`src/rtl/bsbt_pkg.sv`:
```
package bsbt_pkg;

    localparam int unsigned DATA_W   = 32;
    localparam int unsigned NARROW_W = 16;
    localparam int unsigned IDX_W    = $clog2(DATA_W);

    typedef enum logic [2:0] {
        OP_SCAN_UP = 3'b000,
        OP_SCAN_DN = 3'b001,
        OP_RSVD_A  = 3'b010,
        OP_RSVD_B  = 3'b011,
        OP_TEST    = 3'b100,
        OP_SET     = 3'b101,
        OP_CLR     = 3'b110,
        OP_FLIP    = 3'b111
    } bsbt_op_e;

    typedef enum logic [1:0] {
        ACT_KEEP = 2'd0,
        ACT_ONE  = 2'd1,
        ACT_ZERO = 2'd2,
        ACT_INV  = 2'd3
    } bit_act_e;

    typedef struct packed {
        logic [DATA_W-1:0] res;
        logic              zf;
        logic              cf;
    } bsbt_state_t;

endpackage

```
`src/rtl/bsbt_scan.sv`:
```
module bsbt_scan #(
    parameter int unsigned W    = 32,
    parameter int unsigned IW   = $clog2(W)
) (
    input  logic [W-1:0]  vec,
    output logic [IW-1:0] low_pos,
    output logic [IW-1:0] high_pos,
    output logic          empty
);

    // lowest set bit: walk downward so the lowest hit is written last
    always_comb begin
        low_pos = '0;
        for (int i = W - 1; i >= 0; i--) begin
            if (vec[i]) begin
                low_pos = IW'(i);
            end
        end
    end

    // highest set bit: walk upward so the highest hit is written last
    always_comb begin
        high_pos = '0;
        for (int i = 0; i < W; i++) begin
            if (vec[i]) begin
                high_pos = IW'(i);
            end
        end
    end

    assign empty = (vec == '0);

endmodule

```
`src/rtl/bsbt_bitop.sv`:
```
module bsbt_bitop
    import bsbt_pkg::*;
#(
    parameter int unsigned W  = 32,
    parameter int unsigned IW = $clog2(W)
) (
    input  logic [W-1:0]  operand,
    input  logic [IW-1:0] pos,
    input  bit_act_e      action,
    output logic [W-1:0]  updated,
    output logic          prior
);

    logic [W-1:0] sel_mask;

    assign sel_mask = W'(1) << pos;
    assign prior    = |(operand & sel_mask);

    always_comb begin
        unique case (action)
            ACT_ONE:  updated = operand | sel_mask;
            ACT_ZERO: updated = operand & ~sel_mask;
            ACT_INV:  updated = operand ^ sel_mask;
            default:  updated = operand;
        endcase
    end

endmodule

```
`src/rtl/bsbt_unit.sv`:
```
module bsbt_unit
    import bsbt_pkg::*;
(
    input  logic              clk,
    input  logic              rst_n,
    input  logic              op_valid,
    input  logic [2:0]        op_code,
    input  logic              wide_sel,
    input  logic [DATA_W-1:0] src_word,
    input  logic [IDX_W-1:0]  bit_index,
    output logic [DATA_W-1:0] result,
    output logic              zero_flag,
    output logic              carry_flag
);

    localparam int unsigned NARROW_IW = $clog2(NARROW_W);
    localparam logic [DATA_W-1:0] NARROW_MASK = {{(DATA_W-NARROW_W){1'b0}}, {NARROW_W{1'b1}}};

    bsbt_state_t state_d, state_q;

    logic [DATA_W-1:0] src_masked;
    logic [IDX_W-1:0]  eff_pos;
    logic [IDX_W-1:0]  low_pos, high_pos;
    logic              empty;
    logic [DATA_W-1:0] updated;
    logic              prior;
    bit_act_e          action;
    bsbt_op_e          op;

    assign op = bsbt_op_e'(op_code);

    // operand width selection and index wrap
    generate
        if (NARROW_W < DATA_W) begin : g_narrow
            assign src_masked = wide_sel ? src_word : (src_word & NARROW_MASK);
            assign eff_pos    = wide_sel ? bit_index
                                         : {{(IDX_W-NARROW_IW){1'b0}}, bit_index[NARROW_IW-1:0]};
        end else begin : g_single
            assign src_masked = src_word;
            assign eff_pos    = bit_index;
        end
    endgenerate

    assign action = bit_act_e'(op_code[1:0]);

    bsbt_scan #(.W(DATA_W), .IW(IDX_W)) i_scan (
        .vec      (src_masked),
        .low_pos  (low_pos),
        .high_pos (high_pos),
        .empty    (empty)
    );

    bsbt_bitop #(.W(DATA_W), .IW(IDX_W)) i_bitop (
        .operand (src_masked),
        .pos     (eff_pos),
        .action  (action),
        .updated (updated),
        .prior   (prior)
    );

    always_comb begin
        state_d = state_q;
        if (op_valid) begin
            unique case (op)
                OP_SCAN_UP: begin
                    state_d.zf = empty;
                    if (!empty) state_d.res = DATA_W'(low_pos);
                end
                OP_SCAN_DN: begin
                    state_d.zf = empty;
                    if (!empty) state_d.res = DATA_W'(high_pos);
                end
                OP_TEST, OP_SET, OP_CLR, OP_FLIP: begin
                    state_d.cf  = prior;
                    state_d.res = updated;
                end
                default: ;
            endcase
        end
    end

    always_ff @(posedge clk or negedge rst_n) begin
        if (!rst_n) state_q <= '0;
        else        state_q <= state_d;
    end

    assign result     = state_q.res;
    assign zero_flag  = state_q.zf;
    assign carry_flag = state_q.cf;

    // checks
    logic is_scan, is_test;
    assign is_scan = op_valid && (op_code[2:1] == 2'b00);
    assign is_test = op_valid && op_code[2];

    AST_EMPTY_SCAN_HOLDS: assert property (@(posedge clk) disable iff (!rst_n)
        (is_scan && src_masked == '0) |=> (zero_flag && $stable(result)));

    AST_CF_ONLY_ON_TEST: assert property (@(posedge clk) disable iff (!rst_n)
        !is_test |=> $stable(carry_flag));

    AST_ZF_ONLY_ON_SCAN: assert property (@(posedge clk) disable iff (!rst_n)
        !is_scan |=> $stable(zero_flag));

    AST_TEST_ONE_BIT: assert property (@(posedge clk) disable iff (!rst_n)
        is_test |=> ($countones(result ^ $past(src_masked)) <= 1));

    AST_TEST_PRIOR_CARRY: assert property (@(posedge clk) disable iff (!rst_n)
        is_test |=> (carry_flag == $past(src_word[eff_pos])));

    AST_NARROW_SCAN_RANGE: assert property (@(posedge clk) disable iff (!rst_n)
        (is_scan && !wide_sel && src_masked != '0) |=> (result < NARROW_W));

endmodule

```
`config.mk`:
```
export PLATFORM = sky130hd
export DESIGN_NAME = bsbt_unit
export DESIGN_NICKNAME = d
export VERILOG_FILES = /design/src/rtl/bsbt_pkg.sv /design/src/rtl/bsbt_scan.sv /design/src/rtl/bsbt_bitop.sv /design/src/rtl/bsbt_unit.sv
export SDC_FILE = /design/constraint.sdc
export NUM_CORES = 1
export LEC_CHECK = 0
export ABC_AREA = 1
export BUFFER_PORTS_ARGS = -buffer_cell sky130_fd_sc_hd__buf_2
export CAP_MARGIN = 10
export CORE_MARGIN = 8
export CORE_UTILIZATION = 47
export CTS_CLUSTER_SIZE = 28
export DETAILED_ROUTE_END_ITERATION = 8
export PLACE_DENSITY = 0.7
export SLEW_MARGIN = 30
export SYNTH_ARGS = -nofsm -noshare
export SYNTH_HDL_FRONTEND = slang
export SYNTH_SLANG_ARGS = --single-unit
```
`constraint.sdc`:
```
create_clock -name clk -period 0.8 [get_ports clk]
set_input_delay 0.16 -clock clk [delete_from_list [all_inputs] [get_ports clk]]
set_output_delay 0.16 -clock clk [all_outputs]
set_load 0.05 [all_outputs]
```
; Word-level counts from Yosys, hierarchy flattened
; Index checks and enable logic that the tools add are counted.
[op_classes]
eq_ne = 10
n_shift = 1
n_mux = 69
bitwise = 5
reduce_logical = 9
[ops]
columns = operator, n
row1 = two-way mux 5 bit, 49
row2 = case mux 32 bit (3 select lines), 2
row3 = two-way mux 32 bit, 3
row4 = AND 32 bit, 2
row5 = logical NOT 32 bit, 1
row6 = two-way mux 4 bit, 8
row7 = inverter 32 bit, 1
row8 = OR 32 bit, 1
row9 = OR reduction 32 bit, 1
row10 = "left shift 1 x 5 -> 32 bit, first input constant", 1
row11 = XOR 32 bit, 1
row12 = "== test 3 bit, second input constant", 4
row13 = two-way mux 3 bit, 4
row14 = "== test 2 bit, second input constant", 2
row15 = two-way mux 2 bit, 2
row16 = "inequality test 2 bit, second input constant", 2
row17 = AND reduction 2 bit, 2
row18 = AND reduction 4 bit, 1
row19 = OR reduction 4 bit, 1
row20 = "== test 3 x 1 -> 1 bit, second input constant", 1
row21 = logical NOT 3 bit, 1
row22 = nonzero test 3 bit, 1
row23 = "== test 2 x 1 -> 1 bit, second input constant", 1
row24 = OR reduction 2 bit, 1
row25 = two-way mux 1 bit, 1
[word_totals]
reg_bits = 34
in_bits = 44
out_inout_bits = 34
elab_cells = 97

; Logic depth before layout (Yosys ltp)
[depth]
word_depth = 35
mapped_depth = 35
depth_no_buf = 35

; Modules after synthesis
; From an unflattened synthesis, not the netlist that was laid out.
[unflattened]
cells_unflattened = 846
area_unflattened_um2 = 5182.5
[by_module_without_submodules]
columns = mod, n_inst, cells_per_inst, area_per_inst_um2, seq_area_each_um2
row1 = bsbt_bitop, 1, 473, 2782.7, 0.0
row2 = bsbt_unit, 1, 209, 1626.6, 850.8
row3 = bsbt_scan, 1, 164, 773.2, 0.0

; Worst setup path before layout
; OpenSTA, ideal clock, no wires.
[synth_path]
path_type = input-to-reg
startpoint = input wide_sel
endpoint = register state_q (netlist bit carry_flag)
setup_ns = 0.127
arrival_time_ns = 1.881
required_ns = 0.673
setup_slack_ns = -1.208
path_stages = 11
n_path_buf = 3
cell_sequence = buf_6 -> buf_12 -> nand2_1 -> inv_1 -> clkbuf_1 -> nor2_1 -> ha_1 -> nor4_1 -> nand4_1 -> nor3_1 -> o21ai_0
[synth_between]
elab_chain_len = 4
elab_cells_between_ends = 5
classes_between = shift (1) / mux (2) / bitwise (1) / reduce/logical (1)
[synth_lines]
columns = item, line_no
row1 = from (decl), bsbt_unit.sv:8  ; input logic wide_sel,
row2 = two-way mux 5 bit, bsbt_unit.sv:36  ; assign eff_pos = wide_sel ? bit_index
row3 = left shift 1 x 5 -> 32 bit, bsbt_bitop.sv:16  ; assign sel_mask = W'(1) << pos;
row4 = AND 32 bit *, bsbt_bitop.sv:17  ; assign prior = |(operand & sel_mask);
row5 = OR reduction 32 bit *, bsbt_bitop.sv:17
row6 = to (signal assigned), bsbt_unit.sv:84  ; else state_q <= state_d;
row7 = to (decl), bsbt_unit.sv:19  ; bsbt_state_t state_d, state_q;
; Mark *: on every way between the ends. The rest lies on a longest branch, timed or not.
; A chain may end at the register's enable or synchronous reset.

; Worst setup path in the final report
[layout_path]
startpoint = input src_word[30]
endpoint = register state_q (netlist bit result[0])
[layout_between]
elab_chain_len = 34
elab_cells_between_ends = 41
classes_between = eq/ne (2) / mux (37) / reduce/logical (2)
[layout_lines]
columns = item, line_no
row1 = from (decl), bsbt_unit.sv:9  ; input logic [DATA_W-1:0] src_word,
row2 = two-way mux 32 bit *, bsbt_unit.sv:35  ; assign src_masked = wide_sel ? src_word : (src_word & NARROW_MASK);
row3 = two-way mux 5 bit (31 in a row), bsbt_scan.sv:15  ; if (vec[i]) begin
row4 = two-way mux 32 bit, bsbt_unit.sv:67  ; if (!empty) state_d.res = DATA_W'(low_pos);
row5 = case mux 32 bit (3 select lines), bsbt_unit.sv:64  ; unique case (op)
; Mark *: on every way between the ends. The rest lies on a longest branch, timed or not. The select of a mux whose other input is x is not followed.

==> reports/results.txt <==
Highest Clock Rate = 458 MHz
Post-Place Setup Slack = -1500 ps
clk buf depth = 2
DP Cell Count = 988
antenna violations before repair = 0
final net count = 1074
H-tree levels = 2
clk sinks = 34
largest net degree at the start of global routing = 35
total grt overflow = 0
full die area = 13100 µm²
FILL cells = 503
Initial Util = 0.476
post-synth net total = 802
Syn Std Cell Area = 4570 µm²
max_cap viols = 0
most frequent cells after synthesis = nand2_1 (176), ha_1 (96), inv_1 (80), nor2_1 (66), dfrtp_1 (34)
Worst-Skew Late Latency = 310 ps
WL final = 22300 µm
first-pass GRT wire length = 31200 µm
clk_skew = 0 ps
Slowest Stage Delay on Critical Path = 150 ps
VDD IR max = 652 µV
fin crit share = 2.73
P_leak = 4.10 nW
outcome = finished with violations
n_diodes = 0
synth-to-layout area growth = 76.0%
routability congestion estimate = 1.05
Synth Register Bits = 34
Routed Antenna Nets = 0
share of cells above drive strength 1 = 0.502
Worst Hold Slack = 190 ps
Slew headroom = 0.708
fin cells = 1068
vias in the first global route = 6371
num rows = 36
Critical Path Slowest Stage Cell = a21oi_2
Worst-Margin Slew = 437 ps
violated checks = negative setup slack
crit start category = input pin
Crit. End Element = flop
EDFF count, synth = 0
initial DRC count = 688
RSZ-0062 raised after global routing = true
vias per inst = 5.95
CP max FO = 2
register area share after synthesis = 0.186
DRC viols = 0
ys flop type = dfrtp_1
Final Slew Violations = 0
routed length per instance = 20.9 µm
Min-Delay Path Class = in -> reg
syn avg cell area = 6.90 µm²
Reg clk slew, reported paths = 90 ps
Netlist cell types = 33
Crit path required time = 1050 ps
area leader, netlist = ha_1
Area contributors post-synth = ha_1 (26%), dfrtp_1 (19%), nand2_1 (14%), inv_1 (6.6%), nor2_1 (5.4%)
post-layout min period = 2180 ps
top-count cell post-synth = nand2_1
Most common cell on crit path = nand2_1
Die Wd = 115 µm
core region area = 9590 µm²
Pwr Density = 1080 nW/µm²
crit path kind = in -> reg
cts bufs inserted = 5
I/O Pins = 78
synth warn = 0
Worst Path Arrival = 2430 ps
via count = 6353
TritonRoute pass-1 iters = 7
flip-flop and latch area = 852 µm²
multi-input logic area = 4000 µm²
GRT Total Usage = 0.298
Synth async-reset ratio = 1.00
Setup violations, final = 68
cells after synthesis = 662
share of the synthesized area in the top cell type = 0.263
input/output buffers = 77
DP HPWL = 12300 µm
slack of the critical path = -1380 ps
Root Driver = clkbuf_8
Die Ht = 115 µm
final hold vios = 0
CTS tree = done
## power by group
| group | switching, W | internal [W] |
|---|---|---|
| Combinational | 0.00280 | 0.00214 |
| Clock | 0.000768 | 0.000872 |
| Sequential | 0.000173 | 0.00191 |
## layout make-up
class / count / share of cell area
Sequential cell: 34 / 0.106
Multi-Input combinational cell: 513 / 0.497
Clock buffer: 8 / 0.0137
Inverter: 85 / 0.0422
Tap cell: 133 / 0.0207
Timing Repair Buffer: 295 / 0.320
## logic make-up (layout without fill, tap and decap cells)
group | after synthesis | in the layout | synth area share
simple gates | 279 | 279 | 0.248
compound gates | 138 | 138 | 0.196
buf+inv | 115 | 388 | 0.107
fa+ha+maj | 96 | 96 | 0.263
flops | 34 | 34 | 0.186
## cell usage in the layout, fill, tap and decap left out, drive strengths merged, types with 13 or more instances in the layout
master  instances
o211ai         15
nand2         184
ha             96
dfrtp          34
o21ai          40
nor2           67
a221oi         13
buf           293
o31ai          15
inv            83
a21oi          30
## worst paths after layout
| check | endpoint | cells past startpoint | from | slack (ps) |
|---|---|---|---|---|
| min in group asynchronous | carry_flag | 3 | rst_n | 360 |
| hold / removal | zero_flag | 3 | op_valid | 190 |
| setup reg to reg | carry_flag | 3 | carry_flag | -150 |
| max in group asynchronous | result[16] | 3 | rst_n | 240 |
| hold reg to reg | result[18] | 2 | result[18] | 530 |
| setup / recovery | result[0] | 34 | src_word[30] | -1380 |
## critical path, delay by kind of cell
family / cells / cell delay (ps)
AOI/OAI and AO/OA: 1 / 150
buffers and inverters: 2 / 190
and+or+nand+nor: 31 / 1940
## metrics by stage
stage | TNS (ps) | power, W | util | cell area, µm²
floorplan | -33820 | 0.00401 | - | 4670
global route | -48120 | 0.00907 | 0.838 | 8040
detailed placement | -47230 | 0.00528 | 0.647 | 6210
CTS | -40520 | 0.00802 | 0.788 | 7560
finish | -45290 | 0.00866 | 0.838 | 8040
global placement | -44980 | 0.00519 | 0.647 | 6210
## metal layers
layer	global-route usage	vias to the layer above	wire (µm)
met1	0.323	2957	7910
met3	0.0696	194	2100
met2	0.525	462	10500
li1	-	2740	-
met5	0	-	0
met4	0.162	0	1770
## state kept, by name, summed over array words and instances, names as in the netlist
signal and cells:
carry_flag 1, zero_flag 1, result 32
## repair_timing
item / 4_1_cts / 5_1_grt
endpoints found under the setup margin: 68 / 68
gates resized for setup: 184 / 106
cloned: 9 / 0
endpoints found under the hold margin: 34 / 0
pin swaps: 35 / 37
setup buffers: 50 / 24
hold buffers: 1 / 0
Power figures use the tool's default switching activity.
